--- src/rtl/spi_cfg_pkg.sv ---
package spi_cfg_pkg;
  localparam int FRAME_W   = 16;
  localparam int ADDR_W    = 3;
  localparam int DATA_W    = 12;
  localparam int NUM_REGS  = 1 << ADDR_W;
  localparam int MASK_ADDR = 6;
  localparam int CTRL_ADDR = 7;
  localparam int SYNC_LEN  = 2;
endpackage

--- src/rtl/spi_in_sync.sv ---
module spi_in_sync #(
  parameter int           W      = 3,
  parameter int           STAGES = 2,
  parameter logic [W-1:0] IDLE   = '0
) (
  input  logic         clk,
  input  logic         rst,
  input  logic [W-1:0] din,
  output logic [W-1:0] q
);
  logic [W-1:0] chain [STAGES];

  always_ff @(posedge clk) begin
    if (rst) chain[0] <= IDLE;
    else     chain[0] <= din;
  end

  genvar k;
  generate
    for (k = 1; k < STAGES; k++) begin : g_stage
      always_ff @(posedge clk) begin
        if (rst) chain[k] <= IDLE;
        else     chain[k] <= chain[k-1];
      end
    end
  endgenerate

  assign q = chain[STAGES-1];
endmodule

--- src/rtl/spi_frame_rx.sv ---
module spi_frame_rx #(
  parameter int FRAME_W = 16,
  parameter int ADDR_W  = 3,
  parameter int DATA_W  = 12
) (
  input  logic              clk,
  input  logic              rst,
  input  logic              active,
  input  logic              start,
  input  logic              stop,
  input  logic              sclk_rise,
  input  logic              mosi,
  output logic              commit_o,
  output logic              err_o,
  output logic [ADDR_W-1:0] addr_o,
  output logic [DATA_W-1:0] data_o,
  output logic              peek_o,
  output logic [ADDR_W-1:0] peek_addr_o
);
  localparam int CNT_W = $clog2(FRAME_W + 2);
  localparam logic [CNT_W-1:0] CNT_FULL = CNT_W'(FRAME_W);
  localparam logic [CNT_W-1:0] CNT_MAX  = CNT_W'(FRAME_W + 1);
  localparam logic [CNT_W-1:0] CNT_PEEK = CNT_W'(ADDR_W);

  logic [CNT_W-1:0]   cnt;
  logic [FRAME_W-1:0] sh;

  always_ff @(posedge clk) begin
    if (rst) begin
      cnt         <= '0;
      sh          <= '0;
      commit_o    <= 1'b0;
      err_o       <= 1'b0;
      addr_o      <= '0;
      data_o      <= '0;
      peek_o      <= 1'b0;
      peek_addr_o <= '0;
    end else begin
      commit_o <= 1'b0;
      err_o    <= 1'b0;
      peek_o   <= 1'b0;
      if (start) begin
        cnt <= '0;
      end else if (active && sclk_rise) begin
        sh <= {sh[FRAME_W-2:0], mosi};
        if (cnt != CNT_MAX) cnt <= cnt + 1'b1;
        // the 4th rising edge carries the write flag; address is already in sh
        if (cnt == CNT_PEEK && !mosi) begin
          peek_o      <= 1'b1;
          peek_addr_o <= sh[ADDR_W-1:0];
        end
      end
      if (stop) begin
        if (cnt == CNT_FULL) begin
          commit_o <= sh[DATA_W];
          addr_o   <= sh[FRAME_W-1 -: ADDR_W];
          data_o   <= sh[DATA_W-1:0];
        end else begin
          err_o <= 1'b1;
        end
      end
    end
  end


  count_sat_chk: assert property (@(posedge clk) disable iff (rst) cnt <= CNT_MAX);

  commit_err_excl_chk: assert property (@(posedge clk) disable iff (rst) !(commit_o && err_o));

  err_after_stop_chk: assert property (@(posedge clk) disable iff (rst) stop |=> (commit_o || err_o || !$past(cnt == CNT_FULL) || !$past(sh[DATA_W])) );
endmodule

--- src/rtl/spi_diag.sv ---
module spi_diag #(
  parameter int FRAME_W = 16,
  parameter int DATA_W  = 12
) (
  input  logic               clk,
  input  logic               rst,
  input  logic [DATA_W-1:0]  fault_i,
  input  logic [DATA_W-1:0]  mask_i,
  input  logic               clr_i,
  input  logic               err_i,
  output logic [FRAME_W-1:0] status_o
);
  localparam int PAD = FRAME_W - 2 - DATA_W;

  logic              frm_err;
  logic              pwr_up;
  logic [DATA_W-1:0] flt;

  always_ff @(posedge clk) begin
    if (rst) begin
      frm_err <= 1'b0;
      pwr_up  <= 1'b1;
      flt     <= '0;
    end else if (clr_i) begin
      frm_err <= 1'b0;
      pwr_up  <= 1'b0;
      flt     <= '0;
    end else begin
      if (err_i) frm_err <= 1'b1;
      flt <= flt | (fault_i & ~mask_i);
    end
  end

  assign status_o = {frm_err, pwr_up, {PAD{1'b0}}, flt};


  clear_all_chk: assert property (@(posedge clk) disable iff (rst) clr_i |=> (status_o[FRAME_W-1 -: 2] == 2'b00));

  err_sets_flag_chk: assert property (@(posedge clk) disable iff (rst) err_i |=> status_o[FRAME_W-1]);

  sticky_latch_chk: assert property (@(posedge clk) disable iff (rst) !clr_i |=> ((flt & $past(flt)) == $past(flt)));

  masked_quiet_chk: assert property (@(posedge clk) disable iff (rst) !clr_i |=> ((flt & ~$past(flt) & $past(mask_i)) == '0));
endmodule

--- src/rtl/spi_tx.sv ---
module spi_tx #(
  parameter int FRAME_W = 16,
  parameter int DATA_W  = 12
) (
  input  logic               clk,
  input  logic               rst,
  input  logic               active,
  input  logic               sclk_fall,
  input  logic [FRAME_W-1:0] status_i,
  input  logic               sub_i,
  input  logic [DATA_W-1:0]  sub_data_i,
  output logic               miso_o,
  output logic               oe_o
);
  localparam int SUB_MSB = FRAME_W - 2;

  logic [FRAME_W-1:0] sh;

  always_ff @(posedge clk) begin
    if (rst) begin
      sh   <= '0;
      oe_o <= 1'b0;
    end else if (!active) begin
      sh   <= status_i;
      oe_o <= 1'b0;
    end else begin
      oe_o <= 1'b1;
      if (sclk_fall)  sh <= {sh[FRAME_W-2:0], 1'b0};
      else if (sub_i) sh[SUB_MSB -: DATA_W] <= sub_data_i;
    end
  end

  assign miso_o = sh[FRAME_W-1];


  hold_between_falls_chk: assert property (@(posedge clk) disable iff (rst) (active && !sclk_fall) |=> $stable(miso_o));

  oe_follows_select_chk: assert property (@(posedge clk) disable iff (rst) !active |=> !oe_o);
endmodule

--- src/rtl/spi_cfg_port.sv ---
module spi_cfg_port
  import spi_cfg_pkg::*;
#(
  parameter int P_FRAME_W = FRAME_W,
  parameter int P_ADDR_W  = ADDR_W,
  parameter int P_DATA_W  = DATA_W,
  parameter int P_SYNC    = SYNC_LEN
) (
  input  logic                              clk,
  input  logic                              rst,
  input  logic                              csn_i,
  input  logic                              sclk_i,
  input  logic                              mosi_i,
  input  logic [P_DATA_W-1:0]               fault_i,
  output logic                              miso_o,
  output logic                              miso_oe_o,
  output logic                              run_o,
  output logic [(1<<P_ADDR_W)*P_DATA_W-1:0] regs_o
);
  localparam int NREG = 1 << P_ADDR_W;

  logic [2:0] sync_q;
  logic [1:0] edge_prev;
  logic       csn_s, sclk_s, mosi_s;
  logic       sel_start, sel_stop, clk_rise, clk_fall;

  spi_in_sync #(.W(3), .STAGES(P_SYNC), .IDLE(3'b001)) u_sync (
    .clk (clk),
    .rst (rst),
    .din ({mosi_i, sclk_i, csn_i}),
    .q   (sync_q)
  );

  assign {mosi_s, sclk_s, csn_s} = sync_q;

  always_ff @(posedge clk) begin
    if (rst) edge_prev <= 2'b01;
    else     edge_prev <= {sclk_s, csn_s};
  end

  assign sel_start = edge_prev[0] & ~csn_s;
  assign sel_stop  = ~edge_prev[0] & csn_s;
  assign clk_rise  = ~edge_prev[1] & sclk_s;
  assign clk_fall  = edge_prev[1] & ~sclk_s;

  logic                commit, frm_err, peek;
  logic [P_ADDR_W-1:0] wr_addr, peek_addr;
  logic [P_DATA_W-1:0] wr_data;

  spi_frame_rx #(.FRAME_W(P_FRAME_W), .ADDR_W(P_ADDR_W), .DATA_W(P_DATA_W)) u_rx (
    .clk         (clk),
    .rst         (rst),
    .active      (~csn_s),
    .start       (sel_start),
    .stop        (sel_stop),
    .sclk_rise   (clk_rise),
    .mosi        (mosi_s),
    .commit_o    (commit),
    .err_o       (frm_err),
    .addr_o      (wr_addr),
    .data_o      (wr_data),
    .peek_o      (peek),
    .peek_addr_o (peek_addr)
  );

  logic [P_DATA_W-1:0] regs [NREG];

  always_ff @(posedge clk) begin
    if (rst) begin
      for (int i = 0; i < NREG; i++) regs[i] <= '0;
    end else if (commit) begin
      regs[wr_addr] <= wr_data;
    end
  end

  genvar g;
  generate
    for (g = 0; g < NREG; g++) begin : g_flat
      assign regs_o[g*P_DATA_W +: P_DATA_W] = regs[g];
    end
  endgenerate

  assign run_o = regs[CTRL_ADDR][0];

  logic [P_FRAME_W-1:0] status;

  spi_diag #(.FRAME_W(P_FRAME_W), .DATA_W(P_DATA_W)) u_diag (
    .clk      (clk),
    .rst      (rst),
    .fault_i  (fault_i),
    .mask_i   (regs[MASK_ADDR]),
    .clr_i    (commit),
    .err_i    (frm_err),
    .status_o (status)
  );

  spi_tx #(.FRAME_W(P_FRAME_W), .DATA_W(P_DATA_W)) u_tx (
    .clk        (clk),
    .rst        (rst),
    .active     (~csn_s),
    .sclk_fall  (clk_fall),
    .status_i   (status),
    .sub_i      (peek),
    .sub_data_i (regs[peek_addr]),
    .miso_o     (miso_o),
    .oe_o       (miso_oe_o)
  );


  run_hold_chk: assert property (@(posedge clk) disable iff (rst)
    !(commit && wr_addr == P_ADDR_W'(CTRL_ADDR)) |=> $stable(run_o));

  regs_hold_chk: assert property (@(posedge clk) disable iff (rst) !commit |=> $stable(regs_o));
endmodule

--- config.mk ---
export PLATFORM = sky130hd
export DESIGN_NAME = spi_cfg_port
export DESIGN_NICKNAME = d
export VERILOG_FILES = /design/src/rtl/spi_cfg_pkg.sv /design/src/rtl/spi_in_sync.sv /design/src/rtl/spi_frame_rx.sv /design/src/rtl/spi_diag.sv /design/src/rtl/spi_tx.sv /design/src/rtl/spi_cfg_port.sv
export SDC_FILE = /design/constraint.sdc
export NUM_CORES = 1
export LEC_CHECK = 0
export BUFFER_PORTS_ARGS = -buffer_cell sky130_fd_sc_hd__buf_2
export CORE_MARGIN = 1
export CORE_UTILIZATION = 40
export DETAILED_ROUTE_END_ITERATION = 8
export HOLD_SLACK_MARGIN = 0.02
export PLACE_DENSITY = 0.69
export RECOVER_POWER = 100
export SYNTH_ARGS = -nofsm -noshare
export SYNTH_HDL_FRONTEND = slang
export SYNTH_SLANG_ARGS = --single-unit
--- constraint.sdc ---
create_clock -name clk -period 1.5 [get_ports clk]
set_input_delay 0.15 -clock clk [delete_from_list [all_inputs] [get_ports clk]]
set_output_delay 0.15 -clock clk [all_outputs]
set_load 0.005 [all_outputs]
**After elaboration in Yosys (flattened, before gate mapping)**

Memory sizes are Yosys's and may differ from the RTL's. A register that Yosys moved wholly into a read port is not among the register bits.
Cells that the tools add are included.

- Bits in registers: 75
- Latch bits: 0
- Memory bits (writable): 102
- Bits in read-only memories: 0
- Bits of input ports: 17
- Memories: 2

Memory list:

| memory | words | bits a word | read ports | clocked after Yosys merged registers in | wr ports | line | text |
|---|---|---|---|---|---|---|---|
| regs | 8 | 12 | 9 | 1 | 8 | spi_cfg_port.sv:66 | `logic [P_DATA_W-1:0] regs [NREG];` |
| u_sync.chain | 2 | 3 | 2 | 0 | 2 | spi_in_sync.sv:11 | `logic [W-1:0] chain [STAGES];` |

- Add/subtract/negate cells: 1
- $mul: 0
- Div/mod/pow operators: 0
- Order comparisons: 0
- Equal/unequal tests: 3
- Shift-type cells: 0
- Mux-type cells: 21
- Bitwise operators: 17
- Reductions and logical operators: 17

Operators by type and width:

| cell | number |
|---|---|
| $mux W12 | 3 |
| $mux W3 | 6 |
| $mux W16 | 1 |
| $and A12 B12 Y12 | 1 |
| $not A12 Y12 | 1 |
| $or A12 B12 Y12 | 1 |
| $reduce_or A12 Y1 | 1 |
| $mux W1 | 11 |
| $not A1 Y1 | 8 |
| $reduce_or A2 Y1 | 4 |
| $reduce_and A2 Y1 | 3 |
| $reduce_or A3 Y1 | 2 |
| $add A5 B1 Y5 const B | 1 |
| $eq A5 B2 Y1 const B | 1 |
| $eq A5 B5 Y1 const B | 1 |
| $ne A5 B5 Y1 const B | 1 |
| $and A1 B1 Y1 | 4 |
| $reduce_bool A2 Y1 | 2 |
| $reduce_and A3 Y1 | 1 |
| $reduce_bool A3 Y1 | 1 |
| $logic_and A1 B1 Y1 | 2 |
| $or A1 B1 Y1 | 2 |
| $logic_not A1 Y1 | 1 |

**Depth between registers and ports, before layout**

An unclocked memory read counts as a cell.

- Depth in word-level cells: 7
- Depth in mapped cells: 8

**Modules after synthesis**

Synthesis repeated with hierarchy kept, for this count alone.

- Cells, all modules: 657
- Area, all modules: 7,907.6 um^2

Modules (own cells, without submodules):

| module | times used | cells an instance | area each (um^2) | sequential area each (um^2) |
|---|---|---|---|---|
| spi_cfg_port | 1 | 294 | 4,489.3 | 2,922.8 |
| spi_frame_rx | 1 | 193 | 1,767.9 | 840.8 |
| spi_tx | 1 | 97 | 918.4 | 340.3 |
| spi_diag | 1 | 61 | 574.3 | 280.3 |
| spi_in_sync | 1 | 12 | 157.7 | 120.1 |

**Least setup slack after synthesis**

OpenSTA, ideal clock, no wires.

- Path kind: flip-flop to flip-flop
- From: register u_rx.cnt[0]
- To: register u_rx.addr_o[2]
- Setup time: 0.117 ns
- Arrival time: 1.475 ns
- Data required time: 1.383 ns
- Setup slack: -0.093 ns
- Cell stages (with the launch flop): 9
- Buffers on the path: 2
- Cell sequence: dfxtp_1 inv_1 ha_1 and4bb_2 nand3b_1 buf_4 buf_4 mux2i_1 nor2_1

- Cells in the longest elaborated chain, start to end: 2

Ends and longest elaborated chain:

| item | line | text |
|---|---|---|
| start, declared | spi_frame_rx.sv:25 | `logic [CNT_W-1:0] cnt;` |
| start signal, assigned | spi_frame_rx.sv:46 | `if (cnt != CNT_MAX) cnt <= cnt + 1'b1;` |
| $eq A5 B5 Y1 | spi_frame_rx.sv:54 | `if (cnt == CNT_FULL) begin` |
| $reduce_and A2 Y1 (no source line) | -- |  |
| end signal, assigned | spi_frame_rx.sv:56 | `addr_o <= sh[FRAME_W-1 -: ADDR_W];` |
| end, declared | spi_frame_rx.sv:15 | `output logic [ADDR_W-1:0] addr_o,` |

Every way passes these cells.
A chain may end at the register's enable or synchronous reset.

==> metrics.txt <==
outcome complete, but fails checks; violations in the final reports negative setup slack; hold_ws 0.151 ns; # setup viols final 24; total clock sinks 180; count of flip-flops with a built-in enable after synthesis 96; Inserted Diodes 0; via total after detailed routing 5680; transition time at the pin with the least slew margin 0.631 ns; number of violations of the max-capacitance limit 0; number of cells on the critical path 3; mean cell area of the mapped netlist 11.5 um2; cell with the biggest individual delay on the critical path sky130_fd_sc_hd__or3_4; Syn Nets approximately 680; number of global-route vias before repair 5263; synthesized area 7570 um2; post-route total power 0.0102 W; H-Tree Depth 4; Setup WS pre-CTS -0.0306 ns; Die Y 140 um; fin util about 55%; Max Fclk 630 MHz; I/O pin total around 120; worst hold path class input pin to flop; layout overhead on the synthesized area 31.6%; fraction of synthesis flops using an asynchronous set or reset pin 0%; critical path capture point type flop; Die Wd 140 um; Die Area a little under 20000 um2; Max VDD drop 0.712 mV; 1st-iter DRT viols 348; critical path peak fanout 6; First-pass DRT Iterations 5; final estimated routing congestion in global placement between 0.9 and 1; clock transition at the registers of the reported paths 0.06 ns; maximum clock skew at final layout 0.00638 ns; worst rel slew slack roughly 58%; initial antenna violation count 0; primary flip-flop cell chosen by synthesis mapping sky130_fd_sc_hd__edfxtp_1; sequence of cells on the critical path or3_4 -> nor3_4 -> or2_4; Buf/Inv on CP 0; num rows 49; initial core utilization 41.4%; CTS tree done; register bit count reported by yosys 180; share of post-route cells with drive strength above 1 between 30% and 40%; crit share post-route 106%; remaining antenna violation count after routing 0; post-layout worst setup margin -0.0870 ns; number of max-slew violations in the final report 0; Critical Path Max Stage Delay between 0.4 and 0.5 ns; Clk Latency, worst-skew pair 0.43 ns; required time at the worst-slack endpoint around 1.6 ns; global-route wire length before repair between 30000 and 40000 um; Synth warnings 0; depth of the worst register-to-register path 3; Worst setup SP type flop; gate count of the mapped netlist 658; data arrival time of the critical path approximately 1.7 ns; number of input and output port buffers inserted 115; drt via density 5.26; Crit Path Class flop to flop; Post-layout nets 858; CTS buffer count 17; Bufs on Longest Clock Path 2; final WL 21400 um; Lkg Pwr 3.97 nW; RSZ-0062 raised after global routing true; Hold Vio Cnt, Final 0; number of stages on the worst hold path 3; post-detailed-placement half-perimeter wirelength 14400 um; sequential cell area fraction in the yosys report 60.3%; PD cells roughly 1000 nW/um2; root buffer selected by CTS sky130_fd_sc_hd__clkbuf_16; wire per inst 19.8 um; CORE AREA 18300 um2; pin count of the biggest net entering global routing 34; final worst path period need 1.59 ns; CP delay by family, top simple AND/OR/NAND/NOR gates; global router's overall resource usage 21.5%; Overflow after GRT 0; unique cell type count in the Yosys netlist 43; DRC violation count after routing 0
-- path summary, 6_finish.rpt --
path,slack (ns),start,endpoint
worst max-delay path,-0.09,u_rx.addr_o[2]$_SDFFE_PP0P_,regs[0][10]$_SDFFCE_PN0P_
worst min register to register,0.41,u_sync.chain[0][0]$_SDFF_PP1_,u_sync.chain[1][0]$_SDFF_PP1_
worst max register to register,-0.09,u_rx.addr_o[2]$_SDFFE_PP0P_,regs[0][10]$_SDFFCE_PN0P_
worst min-delay path,0.15,rst,u_rx.sh[15]$_SDFFE_PP0P_
-- state kept, by name, summed over array words and instances, names as in the netlist, 2 cells and up, named ones only --
register	cells
u_rx.peek_addr_o	3
u_tx.sh	16
u_sync.chain	6
u_rx.addr_o	3
u_rx.sh	16
u_diag.flt	12
u_rx.data_o	12
regs	96
edge_prev	2
u_rx.cnt	5
-- where the power goes --
group          switching, W  internal, W
sequential         0.000116      0.00532
clock               0.00188      0.00232
combinational      0.000269     0.000261
-- tightest hold or removal path, delay by kind of cell --
kind / cells / cell delay [ns]
AOI/OAI and AO/OA: 1 / 0.05
buffers and inverters: 2 / 0.33
-- metrics by stage --
step	TNS [ns]	cells	cell area (um2)
detailed placement	-1.12	1013	8760
global placement	-0.342	1013	8760
CTS	-0.481	1061	9510
global route	-3.42	1080	9960
floorplan	0	658	7580
finish	-1.13	1080	9960
-- cell families after synthesis --
group | synth area share, %
compound gates | 7.36
fa+ha+maj | 0.496
buf+inv | 3.29
flops | 60.3
simple gates | 19.0
mux | 9.06
xor+xnor | 0.463
-- synth_stat cells, types with 3 or more instances --
library cell / count / area (um2)
sky130_fd_sc_hd__a211oi_1: 8 / 60.1
sky130_fd_sc_hd__a21oi_1: 34 / 170
sky130_fd_sc_hd__a22oi_1: 21 / 158
sky130_fd_sc_hd__a311oi_1: 3 / 26.3
sky130_fd_sc_hd__and2_1: 98 / 613
sky130_fd_sc_hd__buf_2: 7 / 35.0
sky130_fd_sc_hd__buf_4: 9 / 67.6
sky130_fd_sc_hd__clkbuf_1: 22 / 82.6
sky130_fd_sc_hd__dfxtp_1: 84 / 1680
sky130_fd_sc_hd__edfxtp_1: 96 / 2880
sky130_fd_sc_hd__ha_1: 3 / 37.5
sky130_fd_sc_hd__inv_1: 16 / 60.1
sky130_fd_sc_hd__mux2i_1: 64 / 641
sky130_fd_sc_hd__nand2_1: 40 / 150
sky130_fd_sc_hd__nand2b_1: 4 / 25.0
sky130_fd_sc_hd__nand3_1: 11 / 55.1
sky130_fd_sc_hd__nor2_1: 63 / 236
sky130_fd_sc_hd__nor2b_1: 9 / 56.3
sky130_fd_sc_hd__nor3_1: 4 / 20.0
sky130_fd_sc_hd__nor3b_1: 3 / 22.5
sky130_fd_sc_hd__o211ai_1: 8 / 60.1
sky130_fd_sc_hd__or2_2: 11 / 68.8
sky130_fd_sc_hd__or3_1: 9 / 56.3
sky130_fd_sc_hd__xor2_1: 3 / 26.3
-- cells in the final DEF, fill, tap and decap left out, types with 9 or more instances in the layout --
master / netlist / layout
sky130_fd_sc_hd__inv_1: 16 / 13
sky130_fd_sc_hd__and2_1: 98 / 97
sky130_fd_sc_hd__edfxtp_1: 96 / 96
sky130_fd_sc_hd__buf_2: 7 / 116
sky130_fd_sc_hd__dlygate4sd3_1: 0 / 15
sky130_fd_sc_hd__nor2b_1: 9 / 9
sky130_fd_sc_hd__a21oi_1: 34 / 33
sky130_fd_sc_hd__dfxtp_1: 84 / 74
sky130_fd_sc_hd__nor2_1: 63 / 58
sky130_fd_sc_hd__mux2i_1: 64 / 56
sky130_fd_sc_hd__clkbuf_16: 0 / 23
sky130_fd_sc_hd__buf_12: 0 / 11
sky130_fd_sc_hd__a22oi_1: 21 / 14
sky130_fd_sc_hd__buf_4: 9 / 46
sky130_fd_sc_hd__nand2_1: 40 / 40
-- what timing repair did --
| action | 4_1_cts | 5_1_grt |
|---|---|---|
| hold endpoints to repair | 15 | 0 |
| buffers inserted | 0 | 13 |
| pin swaps | 2 | 27 |
| hold buffers | 15 | 0 |
| setup endpoints to repair | 67 | 141 |
| gates resized for setup | 13 | 57 |
| gates cloned | 1 | 6 |
-- layout make-up --
type	instances	area, um2
fillers	1532	8310
flip-flops and latches	180	4580
multi-input cells	424	2990
repair buffers	198	1480
clock buffers	22	485
well taps	229	287
clock inverters	10	70.1
inverters	17	67.6
-- routing by layer --
layer  vias up  GRT usage (%)  share of wire [%]
li1       2682              -                  -
met1      2756           29.4                 44
met2       211           33.6                 47
met3        31           4.96                6.8
met4         0           7.29                2.0
met5         -              0                  0
(Power assumes the default switching activity.)
